File: src/rtl/tdm_clkgen_pkg.sv
package tdm_clkgen_pkg;

   typedef enum logic [1:0] {
      BL_ONE  = 2'd0,
      BL_TWO  = 2'd1,
      BL_FOUR = 2'd2,
      BL_RSV  = 2'd3
   } bitlen_e;

   // log2 of the half bit-clock periods in one bit time (R2: code 3 acts as code 2)
   function automatic logic [1:0] halves_log2(input logic [1:0] code);
      case (bitlen_e'(code))
         BL_ONE:  return 2'd1;
         BL_TWO:  return 2'd2;
         default: return 2'd3;
      endcase
   endfunction

endpackage

File: src/rtl/tdm_nco.sv
module tdm_nco #(
   parameter int ACC_W = 32
) (
   input  logic             clk,
   input  logic             rst_n,
   input  logic             run,
   input  logic [ACC_W-1:0] incr,
   output logic             tick
);
   if (ACC_W < 8) begin : g_bad_width
      $error("tdm_nco: ACC_W must be at least 8");
   end

   logic [ACC_W-1:0] acc;
   logic [ACC_W:0]   sum;

   assign sum  = {1'b0, acc} + {1'b0, incr};
   assign tick = run & sum[ACC_W];

   always_ff @(posedge clk or negedge rst_n) begin
      if (!rst_n)   acc <= '0;
      else if (!run) acc <= '0;
      else          acc <= sum[ACC_W-1:0];
   end
endmodule

File: src/rtl/tdm_frame_timer.sv
module tdm_frame_timer
   import tdm_clkgen_pkg::*;
#(
   parameter int SLOT_W = 10,
   parameter int POS_W  = SLOT_W + 7
) (
   input  logic              clk,
   input  logic              rst_n,
   input  logic              go,
   input  logic              run,
   input  logic              tick,
   input  logic [SLOT_W-1:0] num_slots,
   input  logic              extra_bit,
   input  logic [1:0]        bit_len,
   output logic [POS_W-1:0]  pos,
   output logic [POS_W-1:0]  frame_len,
   output logic              bit_stb,
   output logic              frame_stb
);
   if (POS_W < SLOT_W + 7) begin : g_bad_pos
      $error("tdm_frame_timer: POS_W too small for the longest frame");
   end

   logic [1:0]       hs;
   logic [POS_W-1:0] n_bits;
   logic [POS_W-1:0] bit_mask;
   logic [POS_W-1:0] pos_nxt;
   logic             aligned;

   assign hs        = halves_log2(bit_len);
   assign n_bits    = (POS_W'(num_slots) << 3) + POS_W'(extra_bit);
   assign frame_len = n_bits << hs;
   assign bit_mask  = (POS_W'(1) << hs) - POS_W'(1);
   assign pos_nxt   = (pos == frame_len - POS_W'(1)) ? '0 : pos + POS_W'(1);
   assign aligned   = (pos_nxt & bit_mask) == '0;

   always_ff @(posedge clk or negedge rst_n) begin
      if (!rst_n) begin
         pos       <= '0;
         bit_stb   <= 1'b0;
         frame_stb <= 1'b0;
      end else if (!go) begin
         pos       <= '0;
         bit_stb   <= 1'b0;
         frame_stb <= 1'b0;
      end else if (!run) begin
         pos       <= '0;
         bit_stb   <= 1'b1;
         frame_stb <= 1'b1;
      end else if (tick) begin
         pos       <= pos_nxt;
         bit_stb   <= aligned;
         frame_stb <= (pos_nxt == '0);
      end else begin
         bit_stb   <= 1'b0;
         frame_stb <= 1'b0;
      end
   end

   // position only moves on an accumulator carry
   p_hold_without_tick_r1: assert property (@(posedge clk) disable iff (!rst_n)
      (run && $past(run) && !$past(tick)) |-> $stable(pos));

   // generation begins at frame position zero with both strobes
   p_start_at_zero_r9: assert property (@(posedge clk) disable iff (!rst_n)
      (run && !$past(run)) |-> (pos == '0 && frame_stb && bit_stb));

   // a frame start is always a bit start
   p_frame_is_bit_r4: assert property (@(posedge clk) disable iff (!rst_n)
      frame_stb |-> bit_stb);
endmodule

File: src/rtl/tdm_fsync_shaper.sv
module tdm_fsync_shaper
   import tdm_clkgen_pkg::*;
#(
   parameter int POS_W = 17,
   parameter int FS_W  = 5
) (
   input  logic [POS_W-1:0] pos,
   input  logic [POS_W-1:0] frame_len,
   input  logic             extra_bit,
   input  logic [1:0]       bit_len,
   input  logic [FS_W-1:0]  fs_loc,
   input  logic [FS_W-1:0]  fs_len,
   output logic             hit
);
   localparam int W = POS_W + 1;

   logic [W-1:0] fl, p0, tmp, start, d, pw;

   assign fl    = {1'b0, frame_len};
   assign pw    = {1'b0, pos};
   assign p0    = extra_bit ? (W'(1) << halves_log2(bit_len)) : '0;
   assign tmp   = p0 + fl - W'(fs_loc);
   assign start = (tmp >= fl) ? tmp - fl : tmp;
   assign d     = (pw >= start) ? pw - start : pw + fl - start;
   assign hit   = d < W'(fs_len);
endmodule

File: src/rtl/tdm_clkgen.sv
module tdm_clkgen #(
   parameter int ACC_W  = 32,
   parameter int SLOT_W = 10,
   parameter int FS_W   = 5
) (
   input  logic              clk,
   input  logic              rst_n,
   input  logic              enable,
   input  logic [ACC_W-1:0]  incr,
   input  logic [SLOT_W-1:0] num_slots,
   input  logic              extra_bit,
   input  logic [1:0]        bit_len,
   input  logic [FS_W-1:0]   fs_loc,
   input  logic [FS_W-1:0]   fs_len,
   input  logic              bclk_pol,
   input  logic              fs_pol,
   input  logic              ext_bclk,
   input  logic              ext_fsync,
   output logic              bclk_o,
   output logic              fsync_o,
   output logic              bit_stb,
   output logic              frame_stb,
   output logic              gen_active
);
   localparam int POS_W = SLOT_W + 7;

   if (SLOT_W < 1 || SLOT_W > 16) begin : g_bad_slot
      $error("tdm_clkgen: SLOT_W out of range");
   end
   if (FS_W < 1 || FS_W > POS_W) begin : g_bad_fs
      $error("tdm_clkgen: FS_W out of range");
   end

   logic             go, run, tick, fs_hit;
   logic [POS_W-1:0] pos, frame_len;

   assign go = enable && (incr != '0);

   always_ff @(posedge clk or negedge rst_n) begin
      if (!rst_n) run <= 1'b0;
      else        run <= go;
   end

   tdm_nco #(.ACC_W(ACC_W)) u_nco (
      .clk(clk), .rst_n(rst_n), .run(run), .incr(incr), .tick(tick)
   );

   tdm_frame_timer #(.SLOT_W(SLOT_W), .POS_W(POS_W)) u_timer (
      .clk(clk), .rst_n(rst_n), .go(go), .run(run), .tick(tick),
      .num_slots(num_slots), .extra_bit(extra_bit), .bit_len(bit_len),
      .pos(pos), .frame_len(frame_len), .bit_stb(bit_stb), .frame_stb(frame_stb)
   );

   tdm_fsync_shaper #(.POS_W(POS_W), .FS_W(FS_W)) u_fsync (
      .pos(pos), .frame_len(frame_len), .extra_bit(extra_bit), .bit_len(bit_len),
      .fs_loc(fs_loc), .fs_len(fs_len), .hit(fs_hit)
   );

   assign gen_active = run;
   assign bclk_o     = run ? (~pos[0] ^ bclk_pol) : ext_bclk;
   assign fsync_o    = run ? (fs_hit ^ fs_pol) : ext_fsync;

   // stopped generator hands both lines to the external sources
   p_passthru_r8: assert property (@(posedge clk) disable iff (!rst_n)
      !run |-> (bclk_o == ext_bclk && fsync_o == ext_fsync && !bit_stb && !frame_stb));

   // zero length means the sync line stays at its idle level
   p_fs_zero_len_r5: assert property (@(posedge clk) disable iff (!rst_n)
      (run && fs_len == '0) |-> (fsync_o == fs_pol));
endmodule

File: config.mk
export PLATFORM = sky130hd
export DESIGN_NAME = tdm_clkgen
export DESIGN_NICKNAME = d
export VERILOG_FILES = /design/src/rtl/tdm_clkgen_pkg.sv /design/src/rtl/tdm_nco.sv /design/src/rtl/tdm_frame_timer.sv /design/src/rtl/tdm_fsync_shaper.sv /design/src/rtl/tdm_clkgen.sv
export SDC_FILE = /design/constraint.sdc
export NUM_CORES = 1
export LEC_CHECK = 0
export ABC_AREA = 1
export BUFFER_PORTS_ARGS = -buffer_cell sky130_fd_sc_hd__buf_2
export CAP_MARGIN = 20
export CORE_MARGIN = 2
export CORE_UTILIZATION = 50
export DETAILED_ROUTE_END_ITERATION = 12
export PLACE_DENSITY = 0.72
export SYNTH_ARGS = -nofsm -noshare
export SYNTH_HDL_FRONTEND = slang
export SYNTH_HIERARCHICAL = 1
export SYNTH_SLANG_ARGS = --single-unit
File: constraint.sdc
create_clock -name clk -period 11.51 [get_ports clk]
set_input_delay 1.7265 -clock clk [delete_from_list [all_inputs] [get_ports clk]]
set_output_delay 1.7265 -clock clk [all_outputs]
set_load 0.02 [all_outputs]
==> results.sh <==
export IMPL_run_status="finished clean"
export IMPL_cellLeakagePower_nw=6.41
export IMPL_power_density_mw_per_mm2=217
export IMPL_die_h_um=148
export IMPL_tightestPinTransition_ns=0.709
export IMPL_synth_enable_flop_cells=0
export IMPL_floorplan_initialDensity=0.510
export IMPL_routed_via_count=11100
export IMPL_detail_route_wl_per_cell_um=15.1
export IMPL_core_utilization_of_the_finished_layout=0.560
export IMPL_route_final_wire_length_um=31500
export IMPL_drc=0
export IMPL_async_flop_share=1.00
export IMPL_max_vdd_ir_drop_mv=0.0800
export IMPL_track_usage=0.286
export IMPL_cts_root_cell="clkbuf_16"
export IMPL_post_synth_top_area_cell="nand2_1"
export IMPL_register_area_mm2=0.00130
export IMPL_ys_types=48
export IMPL_dominantRegCellSynth="dfrtp_1"
export IMPL_die_area_mm2=0.0219
export IMPL_fp_coreArea_mm2=0.0203
export IMPL_maxCapViolCount=0
export IMPL_critPathLaunchType="primary input"
export IMPL_drtPass1Iterations=9
export IMPL_timing_hold_worst_class="flop to flop"
export IMPL_layout_min_cycle_time_ns=10.97
export IMPL_cts_buffers=5
export IMPL_post_cts_hold_buffer_count=0
export IMPL_postSynthRegisterBits=52
export IMPL_antenna_violations_before_repair=0
export IMPL_grt_max_degree=53
export IMPL_path_class="primary input to primary output"
export IMPL_synth_yosys_seq_area_share=0.126
export IMPL_htreeDepth=2
export IMPL_io_pins=67
export IMPL_final_hold_worst_slack_ns=0.559
export IMPL_grt_pass1_vias=10300
export IMPL_post_synth_instance_area_mm2=0.0103
export IMPL_critPathSlowestCell="fa_1"
export IMPL_worst_endpoint_arrival_ns=9.24
export IMPL_clockBufferDepth=2
export IMPL_cp_end_kind="primary output"
export IMPL_dp_hpwl_um=26200
export IMPL_fin_nets=2010
export IMPL_grt_first_pass_wirelength_um=50600
export IMPL_drt_iter0_markers=643
export IMPL_cp_max_fo=14
export IMPL_clock_fmax_mhz=91.2
export IMPL_reg2reg_slack_ns=8.20
export IMPL_clk_insertion_delay_late_ns=0.31
export IMPL_fillers=2125
export IMPL_synth_top_cells_by_area="nand2_1 (19%), ha_1 (13%), dfrtp_1 (13%)"
export IMPL_critPathRequiredTime_ns=9.78
export IMPL_worst_path_most_repeated_cell="nand2_1"
export IMPL_syn_area_per_cell_um2=5.96
export IMPL_final_hold_violation_count=0
export IMPL_viasPerCell=5.30
export IMPL_area_delta_synth_final_pct=9.94
export IMPL_worst_path_largest_cell_delay_ns=0.51
export IMPL_multi_input_comb_area_mm2=0.00798
export IMPL_cts_clk_slew_worst_paths_ns=0.08
export IMPL_finalMaxSlewViolations=0
export IMPL_synth_largest_type_area_fraction=0.188
export IMPL_globalRouteOverflowTotal=0
export IMPL_clock_sinks=52
export IMPL_die_w_um=148
export IMPL_min_period_over_period=0.953
export IMPL_relSlewSlack=0.527
export IMPL_synth_warning_count=6
export IMPL_number_of_rows_in_the_core_area=52
export IMPL_synthCells=1736
export IMPL_setup_violations_final=0
export IMPL_buffer_ports_inserted=66
export IMPL_drive_above_1_share=0.118
export IMPL_gp_congestion=0.972
export IMPL_skew_ns=0.0116
export IMPL_postRouteAntennaNets=0
export IMPL_tritoncts_clock_tree="yes"
==> routing by layer <==
layer / track usage / part of all wire / vias up
met1: 0.360 / 0.43 / 4976
met5: 0 / 0 / -
met2: 0.528 / 0.49 / 340
met4: 0.0843 / 0.031 / 0
li1: - / - / 5690
met3: 0.0164 / 0.045 / 57
==> per-stage QoR <==
stage	instances	setup slack [ns]	cell area, um^2	total power, mW	setup TNS (ns)
finish	2088	0.540	11400	2.47	0
global route	2087	-0.102	11400	2.74	-0.102
CTS	2077	0.230	11200	2.37	0
detailed placement	2069	0.247	11000	2.19	0
global placement	2069	0.320	11000	2.18	0
floorplan	1737	1.21	10400	1.72	0
==> critical path: cells and delay by family <==
kind	cells	cell delay, ns
AND/OR/NAND/NOR	25	2.73
adder cells (fa/ha/maj)	5	1.87
AO/OA/AOI/OAI	8	1.20
buffers and inverters	11	1.16
XOR/XNOR	2	0.35
multiplexers	1	0.17
==> path summary, 6_finish.rpt <==
check                           depth (start not counted)              startpoint                    endpoint
max in group asynchronous                               2                   rst_n      u_nco/acc[4]$_DFF_PN0_
worst min-delay path                                    3  u_nco/acc[0]$_DFF_PN0_      u_nco/acc[0]$_DFF_PN0_
worst min register to register                          3  u_nco/acc[0]$_DFF_PN0_      u_nco/acc[0]$_DFF_PN0_
min in group asynchronous                               2                   rst_n     u_nco/acc[13]$_DFF_PN0_
worst max register to register                         16  u_nco/acc[0]$_DFF_PN0_  u_timer/pos[6]$_DFFE_PN0P_
worst max-delay path                                   52              bit_len[0]                     fsync_o
==> state kept, by name, summed over array words and instances, names as in the netlist <==
signal	cells
u_timer/frame_stb	1
gen_active	1
u_nco/acc	32
u_timer/bit_stb	1
u_timer/pos	17
==> synthesized netlist by cell type, drive strengths merged (2+ instances only) <==
cell type,instances
a21o,7
o22ai,5
a21oi,116
o211ai,4
inv,303
xor2,43
o21bai,11
nand3,150
clkbuf,3
o31ai,3
nand3b,6
buf,11
conb,2
nor3,21
nand4,19
and2,5
xnor2,22
or2,2
nand2,544
a21boi,3
a31oi,6
o21ai,87
ha,108
fa,24
nor2,173
dfrtp,52
==> cells by family after synthesis <==
| group | after synthesis | share of synthesized area |
|---|---|---|
| AND/OR/NAND/NOR | 923 | 0.392 |
| buffers and inverters | 317 | 0.119 |
| AO/OA/AOI/OAI | 243 | 0.127 |
| adder cells (fa/ha/maj) | 132 | 0.177 |
| XOR/XNOR | 66 | 0.0572 |
| flip-flops | 52 | 0.126 |
| other | 2 | 0.000726 |
| multiplexers | 1 | 0.000967 |
==> cell usage in the layout, fill, tap and decap left out, types with 6 or more instances in the layout <==
cell type / netlist / final
nand4_1: 19 / 19
o21bai_1: 11 / 11
nand2_1: 517 / 515
inv_1: 286 / 285
inv_2: 17 / 18
nor2_1: 156 / 154
buf_4: 3 / 18
buf_2: 5 / 65
o21ai_0: 73 / 61
a31oi_1: 6 / 6
a21o_1: 6 / 6
o21ai_2: 1 / 7
nand3_2: 13 / 14
nor3_2: 8 / 8
nand2_2: 25 / 26
a21oi_1: 113 / 107
xor2_1: 43 / 43
o21ai_1: 13 / 18
nor2_2: 14 / 15
dfrtp_1: 52 / 52
nand3b_1: 6 / 6
fa_1: 24 / 23
ha_1: 108 / 103
nand3_1: 134 / 133
nor3_1: 13 / 13
xnor2_1: 22 / 22
a21oi_2: 3 / 9
==> where the power goes <==
group | switching [mW] | internal (mW) | leakage (nW)
sequential | 0.0165 | 0.228 | 0.685
combinational | 1.33 | 0.736 | 5.65
clock | 0.0779 | 0.0829 | 0.0748
==> timing repair <==
item / in CTS / in global routing
setup endpoints to repair: 0 / 1
gates resized for setup: 0 / 47
buffers inserted: 0 / 8
==> area by class of cell <==
| class | count | share of cell area |
|---|---|---|
| diodes | 1 | 0.000220 |
| inverters | 303 | 0.100 |
| well taps | 270 | 0.0297 |
| clock buffers | 5 | 0.0110 |
| clock inverters | 3 | 0.00231 |
| flip-flops and latches | 52 | 0.114 |
| multi-input cells | 1370 | 0.701 |
| repair buffers | 84 | 0.0411 |
Power figures use the tool's default switching activity.
